--- config.mk ---
export PLATFORM = sky130hd
export DESIGN_NAME = sram_strobe_ctrl
export DESIGN_NICKNAME = d
export VERILOG_FILES = /design/src/rtl/sram_ctl_pkg.sv /design/src/rtl/sram_phase_timer.sv /design/src/rtl/sram_addr_data.sv /design/src/rtl/sram_phase_seq.sv /design/src/rtl/sram_strobe_ctrl.sv
export SDC_FILE = /design/constraint.sdc
export NUM_CORES = 1
export LEC_CHECK = 0
export BUFFER_PORTS_ARGS = -buffer_cell sky130_fd_sc_hd__buf_2
export CELL_PAD_IN_SITES_DETAIL_PLACEMENT = 0
export CELL_PAD_IN_SITES_GLOBAL_PLACEMENT = 2
export CORE_UTILIZATION = 27
export CTS_BUF_LIST = sky130_fd_sc_hd__clkbuf_8
export CTS_CLUSTER_DIAMETER = 30
export DETAILED_ROUTE_END_ITERATION = 8
export PLACE_DENSITY_LB_ADDON = 0.25
export REMOVE_ABC_BUFFERS = 1
export SETUP_SLACK_MARGIN = 0.3
export SLEW_MARGIN = 20
export SYNTH_ARGS = -nofsm -noshare
export SYNTH_HDL_FRONTEND = slang
export SYNTH_SLANG_ARGS = --single-unit
--- constraint.sdc ---
create_clock -name clk -period 2.4 [get_ports clk]
set_clock_uncertainty 0.05 [all_clocks]
set_input_delay 0.48 -clock clk [delete_from_list [all_inputs] [get_ports clk]]
set_output_delay 0.48 -clock clk [all_outputs]
set_load 0.05 [all_outputs]
--- src/rtl/sram_ctl_pkg.sv ---
package sram_ctl_pkg;

  typedef enum logic [2:0] {
    PH_IDLE,
    PH_WSET,
    PH_WPUL,
    PH_WREC,
    PH_RACC,
    PH_RTURN
  } phase_t;

  function automatic int cdiv(input int ns, input int per);
    return (ns + per - 1) / per;
  endfunction

  function automatic int imax(input int a, input int b);
    return (a > b) ? a : b;
  endfunction

endpackage

--- src/rtl/sram_phase_timer.sv ---
module sram_phase_timer #(
  parameter int CNT_W = 6
) (
  input  logic             clk,
  input  logic             rst,
  input  logic             load,
  input  logic [CNT_W-1:0] load_val,
  output logic             expired
);
  logic [CNT_W-1:0] cnt_q;

  always_ff @(posedge clk) begin
    if (rst)
      cnt_q <= '0;
    else if (load)
      cnt_q <= load_val;
    else if (cnt_q != '0)
      cnt_q <= cnt_q - 1'b1;
  end

  assign expired = (cnt_q == '0);
endmodule

--- src/rtl/sram_addr_data.sv ---
module sram_addr_data #(
  parameter int ADDR_W = 21,
  parameter int DATA_W = 8
) (
  input  logic              clk,
  input  logic              rst,
  input  logic              latch,
  input  logic [ADDR_W-1:0] req_addr,
  input  logic [DATA_W-1:0] req_wdata,
  input  logic              capture,
  input  logic [DATA_W-1:0] dq_in,
  output logic [ADDR_W-1:0] addr_q,
  output logic [DATA_W-1:0] wdata_q,
  output logic [DATA_W-1:0] rdata_q
);
  always_ff @(posedge clk) begin
    if (rst) begin
      addr_q  <= '0;
      wdata_q <= '0;
    end else if (latch) begin
      addr_q  <= req_addr;
      wdata_q <= req_wdata;
    end
  end

  always_ff @(posedge clk) begin
    if (rst)
      rdata_q <= '0;
    else if (capture)
      rdata_q <= dq_in;
  end
endmodule

--- src/rtl/sram_phase_seq.sv ---
module sram_phase_seq
  import sram_ctl_pkg::*;
#(
  parameter int CNT_W = 6,
  parameter int N_WP  = 16,
  parameter int N_REC = 2,
  parameter int N_RA  = 18,
  parameter int N_TO  = 7
) (
  input  logic             clk,
  input  logic             rst,
  input  logic             req_valid,
  input  logic             req_write,
  input  logic             expired,
  output logic             load,
  output logic [CNT_W-1:0] load_val,
  output logic             latch,
  output logic             capture,
  output logic             ready_q,
  output logic             ce_n_q,
  output logic             oe_n_q,
  output logic             we_n_q,
  output logic             dq_oe_q,
  output logic             rd_valid_q,
  output logic             wr_done_q
);
  phase_t ph_q, ph_d;
  logic   fin_wr, fin_rd;

  always_comb begin
    ph_d     = ph_q;
    load     = 1'b0;
    load_val = '0;
    latch    = 1'b0;
    capture  = 1'b0;
    fin_wr   = 1'b0;
    fin_rd   = 1'b0;
    case (ph_q)
      PH_IDLE: if (req_valid) begin
        latch = 1'b1;
        load  = 1'b1;
        if (req_write) begin
          ph_d     = PH_WSET;
          load_val = '0;
        end else begin
          ph_d     = PH_RACC;
          load_val = CNT_W'(N_RA - 1);
        end
      end
      PH_WSET: if (expired) begin
        ph_d     = PH_WPUL;
        load     = 1'b1;
        load_val = CNT_W'(N_WP - 1);
      end
      PH_WPUL: if (expired) begin
        ph_d     = PH_WREC;
        load     = 1'b1;
        load_val = CNT_W'(N_REC - 1);
      end
      PH_WREC: if (expired) begin
        ph_d   = PH_IDLE;
        fin_wr = 1'b1;
      end
      PH_RACC: if (expired) begin
        ph_d     = PH_RTURN;
        load     = 1'b1;
        load_val = CNT_W'(N_TO - 1);
        capture  = 1'b1;
        fin_rd   = 1'b1;
      end
      PH_RTURN: if (expired) ph_d = PH_IDLE;
      default: ph_d = PH_IDLE;
    endcase
  end

  always_ff @(posedge clk) begin
    if (rst) begin
      ph_q       <= PH_IDLE;
      ready_q    <= 1'b1;
      ce_n_q     <= 1'b1;
      oe_n_q     <= 1'b1;
      we_n_q     <= 1'b1;
      dq_oe_q    <= 1'b0;
      rd_valid_q <= 1'b0;
      wr_done_q  <= 1'b0;
    end else begin
      ph_q       <= ph_d;
      ready_q    <= (ph_d == PH_IDLE);
      ce_n_q     <= (ph_d == PH_IDLE) || (ph_d == PH_RTURN);
      oe_n_q     <= (ph_d != PH_RACC);
      we_n_q     <= (ph_d != PH_WPUL);
      dq_oe_q    <= (ph_d == PH_WSET) || (ph_d == PH_WPUL) || (ph_d == PH_WREC);
      rd_valid_q <= fin_rd;
      wr_done_q  <= fin_wr;
    end
  end
endmodule

--- src/rtl/sram_strobe_ctrl.sv ---
module sram_strobe_ctrl
  import sram_ctl_pkg::*;
#(
  parameter int ADDR_W      = 21,
  parameter int DATA_W      = 8,
  parameter int CLK_NS      = 4,
  parameter int WR_CYC_NS   = 70,
  parameter int WR_PULSE_NS = 55,
  parameter int ADDR_END_NS = 65,
  parameter int DATA_END_NS = 30,
  parameter int WR_RECOV_NS = 5,
  parameter int RD_CYC_NS   = 70,
  parameter int RD_OFF_NS   = 25
) (
  input  logic              clk,
  input  logic              rst,
  input  logic              req_valid,
  input  logic              req_write,
  input  logic [ADDR_W-1:0] req_addr,
  input  logic [DATA_W-1:0] req_wdata,
  output logic              req_ready,
  output logic              rd_valid,
  output logic [DATA_W-1:0] rd_data,
  output logic              wr_done,
  output logic [ADDR_W-1:0] sram_addr,
  output logic              sram_ce_n,
  output logic              sram_oe_n,
  output logic              sram_we_n,
  output logic [DATA_W-1:0] sram_dq_out,
  output logic              sram_dq_oe,
  input  logic [DATA_W-1:0] sram_dq_in
);
  // One setup cycle precedes the pulse, so the address-to-end window needs one fewer.
  localparam int N_WP  = imax(imax(cdiv(WR_PULSE_NS, CLK_NS), cdiv(DATA_END_NS, CLK_NS)),
                              cdiv(ADDR_END_NS, CLK_NS) - 1);
  localparam int N_WC  = cdiv(WR_CYC_NS, CLK_NS);
  localparam int N_REC = imax(cdiv(WR_RECOV_NS, CLK_NS), N_WC - 1 - N_WP);
  localparam int N_RA  = cdiv(RD_CYC_NS, CLK_NS);
  localparam int N_TO  = imax(cdiv(RD_OFF_NS, CLK_NS), 1);
  localparam int N_MAX = imax(imax(N_WP, N_REC), imax(N_RA, N_TO));
  localparam int CNT_W = $clog2(N_MAX + 1);

  logic             load, expired, latch, capture;
  logic [CNT_W-1:0] load_val;

  sram_phase_timer #(.CNT_W(CNT_W)) u_timer (
    .clk      (clk),
    .rst      (rst),
    .load     (load),
    .load_val (load_val),
    .expired  (expired)
  );

  sram_phase_seq #(
    .CNT_W (CNT_W),
    .N_WP  (N_WP),
    .N_REC (N_REC),
    .N_RA  (N_RA),
    .N_TO  (N_TO)
  ) u_seq (
    .clk        (clk),
    .rst        (rst),
    .req_valid  (req_valid),
    .req_write  (req_write),
    .expired    (expired),
    .load       (load),
    .load_val   (load_val),
    .latch      (latch),
    .capture    (capture),
    .ready_q    (req_ready),
    .ce_n_q     (sram_ce_n),
    .oe_n_q     (sram_oe_n),
    .we_n_q     (sram_we_n),
    .dq_oe_q    (sram_dq_oe),
    .rd_valid_q (rd_valid),
    .wr_done_q  (wr_done)
  );

  sram_addr_data #(.ADDR_W(ADDR_W), .DATA_W(DATA_W)) u_dp (
    .clk       (clk),
    .rst       (rst),
    .latch     (latch),
    .req_addr  (req_addr),
    .req_wdata (req_wdata),
    .capture   (capture),
    .dq_in     (sram_dq_in),
    .addr_q    (sram_addr),
    .wdata_q   (sram_dq_out),
    .rdata_q   (rd_data)
  );
endmodule

==> flow_summary.toml, run 1 <==
[status]
status = "completed"

[global_route]
track_usage_pct = 13.6
antenna_found_initial = 0
grt_pass1_vias = 1733
grt_max_degree = 30
overflow = 0
grt_pass1_wl_um = 8450

[timing]
finalCritPeriodShare_pct = 85.4
max_freq_mhz = 488
tightest_slew_ns = 0.552
fin_crit_ns = 2.05
holdWs_ns = 0.355
finalSetupViolCount = 0
grt_setup_unrepaired = "false"
slew_headroom_pct = 63.0
hold_viol = 0
slew_viol_final = 0

[floorplan]
die-area_um2 = 7940
core.rowCount = 31
core_um2 = 7290
start_util_pct = 28.1
dieHeight_um = 89.1
ios = 85
die_w_um = 89.1

[drt]
routed_wl_um = 5280
ant_nets = 0
firstDrtPassIters = 4
route.vias.total = 1943
first_iter_violations = 60
vias_per_cell = 4.50
drc_errors = 0
routedWlPerCell_um = 12.2

[synth]
yosys.cell_types.count = 36
synthArstFlopShare_pct = 0
synth-seq-cells = 52
syn_avg_cell_area_um2 = 8.30
ys.flop_type = "dfxtp_1"
ys.warnings.count = 0
synth_edf_count = 0
synth_cells = 247
synth-seq-area-share_pct = 50.8
synthesis.area_um2 = 2050

[place]
dpl-instance-area_um2 = 2600
io_buffers = 84
dp_hpwl_um = 3490
place.gp.congestion = 0.705

[pwr]
power_frac_comb_pct = 54.1
p_total_mw = 3.61
internal-power_mw = 1.91
power.clock.fraction_pct = 13.2
leakagePower_nw = 1.29
power.switching_mw = 1.70
powerDensity_nw_per_um2 = 1310
ir_drop_mv = 0.458
p_sw_share_pct = 47.0
p_seq_share_pct = 32.7

[layout]
nFillCells = 822
area_growth_pct = 34.9
diodes = 0
drive_gt1_share_pct = 35.1
finalInstanceArea_um2 = 2760
fin_util_pct = 37.9
nNetsFinal = 376

[cts]
path_clk_slew_ns = 0.09
numCtsBuffers = 5
cts_tree = "done"
cts_sinks = 52
cts_root_buffer = "clkbuf_8"
cts_max_level = 2
clkLatencyLatePin_ns = 0.30
clockBufferDepth = 2

[worst_hold_path]
hold_class = "in2reg"

[setup_path]
critPathLaunchType = "flop"
worstPathMaxFanout = 7
cp-end-kind = "flop"
worstSetupPathType = "reg2reg"
crit_arrival_ns = 2.23
r2r_slack_ns = 0.35
cp.required_ns = 2.58

[flow_run]
drv_cap = 0
==> path summary, 6_finish.rpt <==
kind	endpoint	startpoint	depth (start not counted)
worst min-delay path	u_dp.rdata_q[3]	sram_dq_in[3]	3
worst max register to register	u_timer.cnt_q[0]	u_timer.cnt_q[0]	7
worst min register to register	u_dp.addr_q[2]	u_dp.addr_q[2]	2
worst max-delay path	u_timer.cnt_q[0]	u_timer.cnt_q[0]	7
==> Yosys cell counts (3+ instances only) <==
cell,n,share of area (%)
a21oi_1,39,9.5
clkbuf_1,17,3.1
dfxtp_1,52,51
inv_1,4,0.73
mux2i_1,8,3.9
nand2_1,64,12
nand3_1,4,0.98
nor2_1,18,3.3
nor3_1,4,0.98
o21ai_0,4,0.98
xor2_1,3,1.3
==> critical path, cell delays in order, from the launching register on <==
cell and delay (ns):
dfxtp_2 0.35, inv_2 0.09, ha_4 0.14, or4b_4 0.46, or4_4 0.47, buf_12 0.17, a41o_1 0.17, a21oi_1 0.10
==> routing by layer <==
layer,global-route usage (%),routed length (µm),vias up
li1,-,-,999
met2,21.8,2500,43
met4,3.90,49,0
met1,18.3,2500,896
met3,3.42,229,5
met5,0,0,-
==> kinds of logic (layout without fill, tap and decap cells) <==
kind of cell	Yosys count	after routing	share of synthesized area (%)
simple gates	103	103	22.2
compound gates	54	54	15.1
flops	52	52	50.8
buf+inv	23	109	4.58
mux	8	8	3.91
xor+xnor	5	5	2.14
fa+ha+maj	2	2	1.22
==> layout by cell type (no fill, tap or decap), types with 3 or more instances in the layout <==
cell type / n
a21oi_1: 39
buf_2: 84
buf_4: 12
clkbuf_8: 5
dfxtp_1: 50
mux2i_1: 8
nand2_1: 64
nand3_1: 4
nor2_1: 18
nor3_1: 4
o21ai_0: 4
xor2_1: 3
==> what timing repair did <==
| action | in CTS | in global routing |
|---|---|---|
| hold buffers | 0 | 0 |
| setup endpoints to repair | 0 | 12 |
| gates resized for setup | 0 | 11 |
| setup buffers | 0 | 2 |
==> final cells by class <==
class	instances	area, µm²	area share [%]
repair buffers	98	556	20.1
inverters	4	15.0	0.543
clock inverters	2	12.5	0.453
flip-flops and latches	52	1040	37.8
multi-input cells	172	945	34.2
clock buffers	5	68.8	2.49
well taps	99	124	4.48
==> flip-flops by register name, indices dropped and copies added (netlist names) <==
register	count
u_seq.ready_q	1
u_seq.dq_oe_q	1
u_seq.rd_valid_q	1
u_dp.addr_q	21
u_seq.we_n_q	1
u_dp.rdata_q	8
u_timer.cnt_q	5
u_dp.wdata_q	8
u_seq.wr_done_q	1
u_seq.oe_n_q	1
u_seq.ph_q	3
u_seq.ce_n_q	1
==> power by group through the flow <==
stage / Combinational [mW] / Clock (mW) / Sequential (mW)
2_1_floorplan: 0.729 / 0 / 1.79
3_5_place_dp: 1.87 / 0 / 1.20
4_1_cts: 1.88 / 0.512 / 1.18
6_report: 1.95 / 0.476 / 1.18
5_1_grt: 2.14 / 0.543 / 1.21
3_3_place_gp: 1.87 / 0 / 1.19
==> stage by stage <==
step           TNS, ns  cells  setup WS (ns)
2_1_floorplan   -29.31    228          -1.35
6_report             0    432          0.351
4_1_cts              0    429          0.330
3_3_place_gp         0    422          0.386
3_5_place_dp         0    422          0.360
5_1_grt              0    432          0.277
(Power assumes the default switching activity.)
==> run 2, diff against run 1 <==
Settings changed: GPL_TIMING_DRIVEN set to 1, PLACE_DENSITY set to 0.89, PLACE_DENSITY_LB_ADDON 0.25 to not set.
==> run 2 against run 1 <==
  * Worst hold slack improved by 0.0018 ns
  * Sequential share of layout area decreased by 0.14 points
  * Combinational power about the same
  * Non-clock buffer count increased by 1
  * Cell count increased by 0.23%
  * Utilization increased by 0.14 points
  * Flip-flop and latch count unchanged
  * Critical path depth unchanged
  * Via count increased by 0.46%
  * Register-to-register slack about the same
  * Setup slack got worse by 0.0064 ns
  * Cell area increased by 0.36%
  * Largest cell class unchanged
==> flow_summary.toml, run 2 (same netlist as run 1, synthesis figures left out) <==
[cts]
cts_root_buffer = "clkbuf_8"
clkLatencyLatePin_ns = 0.30
cts_sinks = 52
numCtsBuffers = 5
clockBufferDepth = 2
cts_hold_buf = 0
path_clk_slew_ns = 0.10
cts_max_level = 2
cts_tree = "done"

[layout]
nNetsFinal = 377
area_growth_pct = 35.3
fin_util_pct = 38.0
largest_reg_flops = 21
nFillCells = 787
drive_gt1_share_pct = 35.0
largest_registers = "u_dp.addr_q (21), u_dp.rdata_q (8), u_dp.wdata_q (8)"
regMostFlops = "u_dp.addr_q"
layout_common_cells = "84 x buf_2, 64 x nand2_1, 50 x dfxtp_1"
layout_commonest_cell = "buf_2"
diodes = 0

[pwr]
ir_drop_mv = 0.436
powerDensity_nw_per_um2 = 1310
power.switching_mw = 1.69
leakagePower_nw = 1.31
power.clock.fraction_pct = 13.9
p_sw_share_pct = 46.3
p_seq_share_pct = 32.4
internal-power_mw = 1.96
power_frac_comb_pct = 53.7

[setup_path]
slowest_stage = "or4_4"
critical_path.startpoint = "u_timer.cnt_q[0]"
cp-end-kind = "flop"
timing.critical_path.cells = "inv_2 -> ha_4 -> or4b_4 -> or4_4 -> buf_12 -> a41o_1 -> a21oi_1"
r2r_end = "u_timer.cnt_q[0]"
crit_arrival_ns = 2.23
r2r_cells = 7
r2r_start = "u_timer.cnt_q[0]"
cp.required_ns = 2.57
critPathMaxStageDelay_ns = 0.48
worstPathMaxFanout = 7
critPathLaunchType = "flop"
endpoint = "u_timer.cnt_q[0]"
worstSetupPathType = "reg2reg"
r2r_slack_ns = 0.34

[floorplan]
start_util_pct = 28.1
core_um2 = 7290
die_w_um = 89.1
dieHeight_um = 89.1
ios = 85
core.rowCount = 31
die-area_um2 = 7940

[drt]
ant_nets = 0
first_iter_violations = 81
drc_errors = 0
routed_wl_um = 5110
route.vias.total = 1952
routedWlPerCell_um = 11.8
vias_per_cell = 4.51
firstDrtPassIters = 4

[timing]
tightest_slew_ns = 0.559
max_freq_mhz = 487
slew_viol_final = 0
fin_ws_ns = 0.345
finalCritPeriodShare_pct = 85.6
setup_tns_ns = 0
grt_setup_unrepaired = "true"
slew_headroom_pct = 62.6
finalSetupViolCount = 0
fin_crit_ns = 2.06
holdWs_ns = 0.357
hold_viol = 0

[global_route]
track_usage_pct = 12.3
grt_max_degree = 30
grt_pass1_wl_um = 7690
overflow = 0
antenna_found_initial = 0
grt_pass1_vias = 1646

[flow_run]
drv_cap = 0

[place]
io_buffers = 84
dp_hpwl_um = 3470
dp_slack_ns = 0.333
place.gp.congestion = 0.753

[status]
status = "completed"

[worst_hold_path]
hold_path_startpoint = "req_addr[14]"
hold_class = "in2reg"
## run 2: cell count changes in the layout (fill, tap and decap cells not counted), sizes merged
cell	before	now
buf	97	98
clkbuf	6	7
clkinvlp	1	0
## run 2: how the worst min path moves through the flow
stage	to	slack [ns]	cells after the start
floorplan	u_dp.addr_q[0]	0.50	1
global placement	u_dp.wdata_q[1]	0.39	2
detailed placement	u_dp.addr_q[11]	0.39	2
CTS	u_dp.addr_q[14]	0.35	3
global route	u_dp.addr_q[16]	0.34	3
finish	u_dp.addr_q[14]	0.36	3
## run 2: critical path: cells and delay by family, from the launching register on
family	cells	cell delay [ns]
buf+inv	2	0.26
fa+ha+maj	1	0.13
simple gates	2	0.93
compound gates	2	0.29
flops	1	0.34
## run 2: area by class of cell
type                    count  area, µm²  share of cell area (%)
flip-flops and latches     52       1040                    37.6
multi-input cells         172        937                    33.8
repair buffers             99        563                    20.3
well taps                  99        124                    4.47
clock buffers               6       82.6                    2.98
inverters                   4       15.0                   0.541
clock inverters             1       8.76                   0.316
## run 2: power groups by stage
stage / combinational, mW / clock [mW] / sequential, mW
6_report: 1.96 / 0.506 / 1.18
5_1_grt: 2.12 / 0.573 / 1.21
4_1_cts: 1.89 / 0.532 / 1.18
3_5_place_dp: 1.88 / 0 / 1.20
3_3_place_gp: 1.88 / 0 / 1.19
2_1_floorplan: 0.729 / 0 / 1.79
## run 2: what timing repair did
action                                  4_1_cts  5_1_grt
resized for setup                             1        9
setup buffers                                 0        2
endpoints found under the setup margin        1       12
gates cloned                                  0        1
## run 2: stage by stage
step,power [mW],std cells,area (µm²)
floorplan,2.52,228,1970
global placement,3.07,423,2610
detailed placement,3.08,423,2610
CTS,3.60,430,2710
global route,3.90,433,2770
finish,3.65,433,2770
## run 2: layer usage
| layer | wire length (µm) | part of all wire [%] | up-vias | global-route usage, % |
|---|---|---|---|---|
| met5 | 0 | 0 | - | 0 |
| met4 | 10 | 0.20 | 0 | 2.16 |
| met3 | 343 | 6.7 | 2 | 3.60 |
| met2 | 2340 | 46 | 63 | 20.7 |
| met1 | 2410 | 47 | 881 | 15.7 |
| li1 | - | - | 1006 | - |
